===== src/rtl/irq_dispatch_pkg.sv =====
package irq_dispatch_pkg;
   typedef enum logic [1:0] {
      ST_IDLE = 2'd0,
      ST_PUSH = 2'd1,
      ST_VEC  = 2'd2,
      ST_POP  = 2'd3
   } seq_state_t;
endpackage


===== src/rtl/irq_src_regs.sv =====
module irq_src_regs #(
   parameter int DATA_W      = 8,
   parameter bit EXT_TICK    = 1'b1,
   parameter int TICK_PERIOD = 1000,
   localparam int IDX_W      = $clog2(DATA_W)
) (
   input  logic              clk,
   input  logic              rst_n,
   input  logic              tick_in,
   input  logic              swi_req,
   input  logic [IDX_W-1:0]  swi_num,
   input  logic              clr_en,
   input  logic [IDX_W-1:0]  clr_idx,
   input  logic              stat_ld_en,
   input  logic [DATA_W-1:0] stat_ld_val,
   input  logic              mask_ld_en,
   input  logic [DATA_W-1:0] mask_ld_val,
   input  logic              mask_we,
   input  logic [DATA_W-1:0] mask_wdata,
   output logic [DATA_W-1:0] status_q,
   output logic [DATA_W-1:0] mask_q
);
   logic              tick;
   logic [DATA_W-1:0] set_bits;
   logic [DATA_W-1:0] clr_bits;

   generate
      if (EXT_TICK) begin : g_ext_tick
         assign tick = tick_in;
      end else begin : g_int_tick
         localparam int TW = (TICK_PERIOD > 1) ? $clog2(TICK_PERIOD) : 1;
         logic [TW-1:0] div_q;
         always_ff @(posedge clk or negedge rst_n) begin
            if (!rst_n)                              div_q <= '0;
            else if (div_q == TW'(TICK_PERIOD - 1))  div_q <= '0;
            else                                     div_q <= div_q + 1'b1;
         end
         assign tick = (div_q == TW'(TICK_PERIOD - 1));
      end
   endgenerate

   always_comb begin
      set_bits = '0;
      clr_bits = '0;
      if (tick)    set_bits[0]       = 1'b1;
      if (swi_req) set_bits[swi_num] = 1'b1;
      if (clr_en)  clr_bits[clr_idx] = 1'b1;
   end

   always_ff @(posedge clk or negedge rst_n) begin
      if (!rst_n) begin
         status_q <= '0;
         mask_q   <= '0;
      end else begin
         status_q <= (stat_ld_en ? stat_ld_val : (status_q & ~clr_bits)) | set_bits;
         if (mask_ld_en)   mask_q <= mask_ld_val;
         else if (mask_we) mask_q <= mask_wdata;
      end
   end

   assert_tick_sets_R2: assert property (@(posedge clk) disable iff (!rst_n)
      tick |=> status_q[0]);

   assert_clear_taken_R6: assert property (@(posedge clk) disable iff (!rst_n)
      (clr_en && !stat_ld_en && !set_bits[clr_idx]) |=> !status_q[$past(clr_idx)]);
endmodule


===== src/rtl/irq_lowest_pick.sv =====
module irq_lowest_pick #(
   parameter int DATA_W = 8,
   localparam int IDX_W = $clog2(DATA_W)
) (
   input  logic              clk,
   input  logic              rst_n,
   input  logic [DATA_W-1:0] status_q,
   input  logic [DATA_W-1:0] mask_q,
   output logic              any,
   output logic [IDX_W-1:0]  idx
);
   logic [DATA_W-1:0] pend;

   assign pend = status_q & mask_q;
   assign any  = |pend;

   always_comb begin
      idx = '0;
      for (int i = DATA_W - 1; i >= 0; i--) begin
         if (pend[i]) idx = IDX_W'(i);
      end
   end

   assert_lowest_pick_R12: assert property (@(posedge clk) disable iff (!rst_n)
      any |-> (pend[idx] && ((pend & ~({DATA_W{1'b1}} << idx)) == '0)));
endmodule


===== src/rtl/irq_ctx_seq.sv =====
module irq_ctx_seq
   import irq_dispatch_pkg::*;
#(
   parameter int           DATA_W   = 8,
   parameter int           GPR_N    = 5,
   parameter logic [7:0]   VEC_BASE = 8'hF8,
   localparam int IDX_W  = $clog2(DATA_W),
   localparam int LAST   = GPR_N + 3,
   localparam int CNT_W  = $clog2(LAST + 1),
   localparam int RIDX_W = $clog2(GPR_N + 3)
) (
   input  logic              clk,
   input  logic              rst_n,
   input  logic              fetch_req,
   input  logic              iret_req,
   input  logic              pend_any,
   input  logic [IDX_W-1:0]  pend_idx,
   input  logic [DATA_W-1:0] mask_q,
   input  logic [DATA_W-1:0] status_q,
   output logic              busy,
   output logic              clr_en,
   output logic [IDX_W-1:0]  clr_idx,
   output logic              stat_ld_en,
   output logic [DATA_W-1:0] stat_ld_val,
   output logic              mask_ld_en,
   output logic [DATA_W-1:0] mask_ld_val,
   output logic [DATA_W-1:0] mem_addr,
   output logic [DATA_W-1:0] mem_wdata,
   output logic              mem_we,
   output logic              mem_re,
   input  logic [DATA_W-1:0] mem_rdata,
   input  logic [DATA_W-1:0] sp_in,
   output logic [DATA_W-1:0] sp_out,
   output logic              sp_we,
   output logic [RIDX_W-1:0] rf_raddr,
   input  logic [DATA_W-1:0] rf_rdata,
   output logic [RIDX_W-1:0] rf_waddr,
   output logic [DATA_W-1:0] rf_wdata,
   output logic              rf_we,
   input  logic [DATA_W-1:0] flags_in,
   output logic [DATA_W-1:0] flags_out,
   output logic              flags_we,
   input  logic [DATA_W-1:0] pc_in,
   output logic [DATA_W-1:0] pc_out,
   output logic              pc_we
);
   seq_state_t        st;
   logic [CNT_W-1:0]  cnt;
   logic [DATA_W-1:0] sp_r;
   logic [IDX_W-1:0]  num;
   logic              take, ret_go, last;
   logic [DATA_W-1:0] push_item;

   assign last   = (cnt == CNT_W'(LAST));
   assign ret_go = (st == ST_IDLE) && iret_req;
   assign take   = (st == ST_IDLE) && !iret_req && fetch_req && pend_any;
   assign busy   = (st != ST_IDLE) || take || ret_go;

   always_ff @(posedge clk or negedge rst_n) begin
      if (!rst_n) begin
         st   <= ST_IDLE;
         cnt  <= '0;
         sp_r <= '0;
         num  <= '0;
      end else begin
         case (st)
            ST_IDLE: begin
               cnt  <= '0;
               sp_r <= sp_in;
               if (ret_go)    st <= ST_POP;
               else if (take) begin
                  st  <= ST_PUSH;
                  num <= pend_idx;
               end
            end
            ST_PUSH: begin
               sp_r <= sp_r - 1'b1;
               cnt  <= cnt + 1'b1;
               if (last) st <= ST_VEC;
            end
            ST_VEC:  st <= ST_IDLE;
            ST_POP: begin
               sp_r <= sp_r + 1'b1;
               cnt  <= cnt + 1'b1;
               if (last) st <= ST_IDLE;
            end
            default: st <= ST_IDLE;
         endcase
      end
   end

   always_comb begin
      if (cnt == CNT_W'(0))                push_item = pc_in;
      else if (cnt == CNT_W'(1))           push_item = flags_in;
      else if (cnt <= CNT_W'(GPR_N + 1))   push_item = rf_rdata;
      else if (cnt == CNT_W'(GPR_N + 2))   push_item = mask_q;
      else                                 push_item = status_q;
   end

   assign clr_en    = take;
   assign clr_idx   = pend_idx;
   assign rf_raddr  = RIDX_W'(cnt - CNT_W'(2));
   assign rf_waddr  = RIDX_W'(CNT_W'(GPR_N + 1) - cnt);
   assign rf_wdata  = mem_rdata;
   assign flags_out = mem_rdata;
   assign pc_out    = mem_rdata;
   assign stat_ld_val = mem_rdata;
   assign mem_wdata = push_item;

   always_comb begin
      mem_addr    = '0;
      mem_we      = 1'b0;
      mem_re      = 1'b0;
      sp_out      = sp_r;
      sp_we       = 1'b0;
      rf_we       = 1'b0;
      flags_we    = 1'b0;
      pc_we       = 1'b0;
      stat_ld_en  = 1'b0;
      mask_ld_en  = 1'b0;
      mask_ld_val = '0;
      case (st)
         ST_PUSH: begin
            mem_addr = sp_r - 1'b1;
            mem_we   = 1'b1;
            sp_out   = sp_r - 1'b1;
            sp_we    = 1'b1;
         end
         ST_VEC: begin
            mem_addr   = DATA_W'(VEC_BASE) + DATA_W'(num);
            mem_re     = 1'b1;
            pc_we      = 1'b1;
            mask_ld_en = 1'b1;
         end
         ST_POP: begin
            mem_addr = sp_r;
            mem_re   = 1'b1;
            sp_out   = sp_r + 1'b1;
            sp_we    = 1'b1;
            if (cnt == CNT_W'(0))              stat_ld_en = 1'b1;
            else if (cnt == CNT_W'(1)) begin
               mask_ld_en  = 1'b1;
               mask_ld_val = mem_rdata;
            end
            else if (cnt <= CNT_W'(GPR_N + 1)) rf_we    = 1'b1;
            else if (cnt == CNT_W'(GPR_N + 2)) flags_we = 1'b1;
            else begin
               pc_we       = 1'b1;
               mask_ld_en  = 1'b1;
               mask_ld_val = '1;
            end
         end
         default: ;
      endcase
   end

   assert_entry_masks_R5: assert property (@(posedge clk) disable iff (!rst_n)
      (st == ST_VEC) |=> (mask_q == '0));

   assert_return_unmasks_R7: assert property (@(posedge clk) disable iff (!rst_n)
      (st == ST_POP && last) |=> (&mask_q));

   assert_one_access_R4: assert property (@(posedge clk) disable iff (!rst_n)
      !(mem_we && mem_re));

   assert_pc_only_busy_R5: assert property (@(posedge clk) disable iff (!rst_n)
      pc_we |-> busy);

   assert_no_take_when_masked_R10: assert property (@(posedge clk) disable iff (!rst_n)
      (st == ST_IDLE && fetch_req && mask_q == '0) |=> (st != ST_PUSH));
endmodule


===== src/rtl/irq_dispatch.sv =====
module irq_dispatch #(
   parameter int         DATA_W      = 8,
   parameter int         GPR_N       = 5,
   parameter logic [7:0] VEC_BASE    = 8'hF8,
   parameter bit         EXT_TICK    = 1'b1,
   parameter int         TICK_PERIOD = 1000,
   localparam int IDX_W  = $clog2(DATA_W),
   localparam int RIDX_W = $clog2(GPR_N + 3)
) (
   input  logic              clk,
   input  logic              rst_n,
   input  logic              fetch_req,
   input  logic              iret_req,
   output logic              busy,
   input  logic              tick_in,
   input  logic              swi_req,
   input  logic [IDX_W-1:0]  swi_num,
   input  logic              mask_we,
   input  logic [DATA_W-1:0] mask_wdata,
   output logic [DATA_W-1:0] irq_mask,
   output logic [DATA_W-1:0] irq_status,
   output logic [DATA_W-1:0] mem_addr,
   output logic [DATA_W-1:0] mem_wdata,
   output logic              mem_we,
   output logic              mem_re,
   input  logic [DATA_W-1:0] mem_rdata,
   input  logic [DATA_W-1:0] sp_in,
   output logic [DATA_W-1:0] sp_out,
   output logic              sp_we,
   output logic [RIDX_W-1:0] rf_raddr,
   input  logic [DATA_W-1:0] rf_rdata,
   output logic [RIDX_W-1:0] rf_waddr,
   output logic [DATA_W-1:0] rf_wdata,
   output logic              rf_we,
   input  logic [DATA_W-1:0] flags_in,
   output logic [DATA_W-1:0] flags_out,
   output logic              flags_we,
   input  logic [DATA_W-1:0] pc_in,
   output logic [DATA_W-1:0] pc_out,
   output logic              pc_we
);
   generate
      if (DATA_W < 8 || (DATA_W & (DATA_W - 1)) != 0) begin : g_bad_width
         $error("irq_dispatch: DATA_W must be a power of two of at least 8");
      end
      if (GPR_N < 1) begin : g_bad_gpr
         $error("irq_dispatch: GPR_N must be at least 1");
      end
      if (!EXT_TICK && TICK_PERIOD < 2) begin : g_bad_period
         $error("irq_dispatch: TICK_PERIOD must be at least 2");
      end
   endgenerate

   logic              pend_any;
   logic [IDX_W-1:0]  pend_idx;
   logic              clr_en, stat_ld_en, mask_ld_en;
   logic [IDX_W-1:0]  clr_idx;
   logic [DATA_W-1:0] stat_ld_val, mask_ld_val;

   irq_src_regs #(.DATA_W(DATA_W), .EXT_TICK(EXT_TICK), .TICK_PERIOD(TICK_PERIOD)) u_src (
      .clk(clk), .rst_n(rst_n), .tick_in(tick_in), .swi_req(swi_req), .swi_num(swi_num),
      .clr_en(clr_en), .clr_idx(clr_idx), .stat_ld_en(stat_ld_en), .stat_ld_val(stat_ld_val),
      .mask_ld_en(mask_ld_en), .mask_ld_val(mask_ld_val), .mask_we(mask_we),
      .mask_wdata(mask_wdata), .status_q(irq_status), .mask_q(irq_mask));

   irq_lowest_pick #(.DATA_W(DATA_W)) u_pick (
      .clk(clk), .rst_n(rst_n), .status_q(irq_status), .mask_q(irq_mask),
      .any(pend_any), .idx(pend_idx));

   irq_ctx_seq #(.DATA_W(DATA_W), .GPR_N(GPR_N), .VEC_BASE(VEC_BASE)) u_seq (
      .clk(clk), .rst_n(rst_n), .fetch_req(fetch_req), .iret_req(iret_req),
      .pend_any(pend_any), .pend_idx(pend_idx), .mask_q(irq_mask), .status_q(irq_status),
      .busy(busy), .clr_en(clr_en), .clr_idx(clr_idx), .stat_ld_en(stat_ld_en),
      .stat_ld_val(stat_ld_val), .mask_ld_en(mask_ld_en), .mask_ld_val(mask_ld_val),
      .mem_addr(mem_addr), .mem_wdata(mem_wdata), .mem_we(mem_we), .mem_re(mem_re),
      .mem_rdata(mem_rdata), .sp_in(sp_in), .sp_out(sp_out), .sp_we(sp_we),
      .rf_raddr(rf_raddr), .rf_rdata(rf_rdata), .rf_waddr(rf_waddr), .rf_wdata(rf_wdata),
      .rf_we(rf_we), .flags_in(flags_in), .flags_out(flags_out), .flags_we(flags_we),
      .pc_in(pc_in), .pc_out(pc_out), .pc_we(pc_we));
endmodule


===== config.mk =====
export PLATFORM = sky130hd
export DESIGN_NAME = irq_dispatch
export DESIGN_NICKNAME = d
export VERILOG_FILES = /design/src/rtl/irq_dispatch_pkg.sv /design/src/rtl/irq_src_regs.sv /design/src/rtl/irq_lowest_pick.sv /design/src/rtl/irq_ctx_seq.sv /design/src/rtl/irq_dispatch.sv
export SDC_FILE = /design/constraint.sdc
export NUM_CORES = 1
export LEC_CHECK = 0
export BUFFER_PORTS_ARGS = -buffer_cell sky130_fd_sc_hd__buf_2
export CORE_MARGIN = 3
export CORE_UTILIZATION = 34
export DETAILED_ROUTE_END_ITERATION = 7
export GPL_ROUTABILITY_DRIVEN = 0
export PLACE_DENSITY_LB_ADDON = 0.1
export SYNTH_ARGS = -nofsm -noshare
export SYNTH_HDL_FRONTEND = slang
export SYNTH_SLANG_ARGS = --single-unit
export TNS_END_PERCENT = 50

===== constraint.sdc =====
create_clock -name clk -period 2.51 [get_ports clk]
set_input_delay 0.251 -clock clk [delete_from_list [all_inputs] [get_ports clk]]
set_output_delay 0.251 -clock clk [all_outputs]
set_load 0.02 [all_outputs]

==> impl_metrics.toml <==
[timing]
worst_slack_ns = 0.199
slew_headroom = 0.460
fmax_mhz = 433
fin_crit_sh = 0.921
setup_viol = 0
rsz0062_at_grt = "no"
period_needed_ns = 2.31
whs_ns = 0.0508
drv_slew = 0
tightest_slew_ns = 0.810
finClkSkew_ns = 0.00416
hold_viol_final = 0

[hold_path]
hp-class = "primary input to asynchronous set/reset pin"

[synth]
ys_seq_area_frac = 0.280
postSynthCellCount = 371
yosys_warnings = 0
synth.top_cell.area_share = 0.280
synth_xor_area_frac = 0.0476
synth.largest_area_cell = "dfrtp_1"
synth_simple_gate_area_frac = 0.192
synth.avg_cell_area_um2 = 7.94
synth_top_family_by_area = "compound AO/OA/AOI/OAI gates"
synthMuxAreaShare = 0.0561
yosys_register_bits = 33
synth.net_count = 437
yosysUniqueCellTypes = 56
synth_area_leaders = "dfrtp_1 (28%), buf_4 (7.1%), nand2_1 (6.0%), a21oi_1 (4.9%), o21ai_0 (4.6%)"
synth_area_um2 = 2950
async_flop_share = 1.00
synth_fa_ha_area_frac = 0.0340
synth_edf_count = 0
synth_top_flop_cell = "dfrtp_1"
synth_compound_area_frac = 0.252

[placement]
io_buffers = 134
dp_slack_ns = 0.151
hpwlAfterDp_mm = 7.58

[cts]
htreeDepth = 2
tritoncts = "built"
clkTransAtPathRegs_ns = 0.07
cts_buffers = 5
clock_sinks = 33
cts_max_path_buffers = 2
cts_root_buffer = "clkbuf_8"
holdBufCountCts = 0
clk_latency_ns = 0.28

[drt]
firstDrtPassIters = 5
wire_per_inst_um = 17.0
vias = 3110
drt_iter0_drc = 181
via_per_inst = 5.37
ant_nets = 0
drt_wl_total_mm = 9.83
drcViolationCount = 0

[global_routing]
antenna_found_initial = 0
grt_usage = 0.194
grt_pass1_wl_mm = 15.5
grt_pass1_vias = 2944
grt_start_max_net_pins = 34
grt_overflow = 0

[floorplanning]
die_x_um = 99.1
pin_count = 135
die_h_um = 99.1
core_area_um2 = 8300
start_util = 0.355
die_area_um2 = 9820
rows = 33

[job]
maxCapViolations = 0

[power]
p_per_area_nw_per_um2 = 1590
vdd_drop_max_uv = 621
p_leak_nw = 1.74

[setup_path]
start_kind = "register"
critPathKind = "register to output pin"
end_kind = "output pin"
cp_max_fo = 8
arrival_ns = 2.06
worstPathRequired_ns = 2.26

[final_layout]
nFillCells = 850
fin_nets = 539
diodes = 0
areaGrowthSynthToFinish_pct = 25.9
layout_common_cells = "buf_2 (132), nand2_1 (47), dfrtp_1 (30)"
mostFrequentLayoutCell = "buf_2"
finish.utilization = 0.447
drive_gt1_frac = 0.382

[run_status]
status = "completed"
layer usage:
metal / part of all wire / wire length [µm] / global-route usage / up-vias
li1: - / - / - / 1522
met1: 0.44 / 4370 / 0.283 / 1452
met2: 0.46 / 4550 / 0.303 / 128
met3: 0.080 / 783 / 0.0326 / 8
met4: 0.012 / 120 / 0.0389 / 0
met5: 0 / 0 / 0 / -
final timing paths:
kind / from / to / slack, ns / depth (start not counted)
min reg2reg: u_seq.num[0] / u_seq.num[0] / 0.49 / 2
max in group asynchronous: rst_n / u_seq.st[0] / 1.89 / 1
min: rst_n / u_seq.sp_r[4] / 0.05 / 1
max: u_seq.cnt[1] / mem_wdata[0] / 0.20 / 7
max reg2reg: u_seq.cnt[1] / u_src.status_q[4] / 0.46 / 8
min in group clk: tick_in / u_src.status_q[0] / 0.19 / 3
per-stage QoR:
| step | total power, mW | setup TNS [ns] | cells | cell area (µm²) |
|---|---|---|---|---|
| floorplan | 3.98 | 0 | 371 | 2950 |
| global placement | 5.15 | 0 | 569 | 3500 |
| detailed placement | 5.17 | 0 | 569 | 3500 |
| CTS | 5.81 | -0.0647 | 577 | 3640 |
| global route | 6.37 | 0 | 579 | 3710 |
| finish | 5.90 | 0 | 579 | 3710 |
cell usage after synthesis (4+ instances only):
master and count:
mux2i_1 12, nand2_1 47, o22ai_1 21, nor2b_1 6
mux2_2 4, a22oi_1 6, o21ai_0 27, nand2b_1 4
dfrtp_1 33, a221oi_1 9, nor3b_1 4, buf_2 11
inv_1 16, nor2_1 18, clkbuf_1 9, nand3_1 10
buf_4 28, nand4_1 4, xnor2_1 13, a21oi_1 29
ha_1 8
state kept, by name, summed over array words and instances (netlist names):
register        count
u_seq.sp_r          8
u_seq.st            2
u_seq.cnt           4
u_seq.num           3
u_src.mask_q        8
u_src.status_q      8
cells by family after synthesis:
family                   after synthesis
AND/OR/NAND/NOR                      112
AO/OA/AOI/OAI                        116
buffers and inverters                 70
adder cells (fa/ha/maj)                8
flip-flops                            33
XOR/XNOR                              16
multiplexers                          16
where the power goes:
group	switching, mW	internal, mW	leakage [nW]
registers	0.466	0.802	0.383
logic	2.49	1.53	1.29
clock network	0.212	0.395	0.0681
what timing repair did:
item,in CTS,in global routing
pin swaps,0,2
resized for setup,2,15
cloned,0,0
setup endpoints to repair,9,12
buffers inserted,0,2
cell type report:
| type | instances | area (µm²) | share of cell area |
|---|---|---|---|
| multi-input cells | 268 | 1760 | 0.474 |
| flip-flops and latches | 33 | 830 | 0.224 |
| repair buffers | 148 | 788 | 0.213 |
| well taps | 105 | 131 | 0.0354 |
| clock buffers | 5 | 68.8 | 0.0186 |
| inverters | 17 | 67.6 | 0.0182 |
| clock inverters | 3 | 65.1 | 0.0175 |
worst max-delay path, stage by stage (launching register included):
cell,delay [ns]
dfrtp_2,0.44
inv_1,0.10
ha_1,0.14
or3b_4,0.42
nand2b_4,0.22
o22ai_1,0.22
a21oi_1,0.07
buf_4,0.17
No activity file was read; power rests on OpenSTA's default activity.
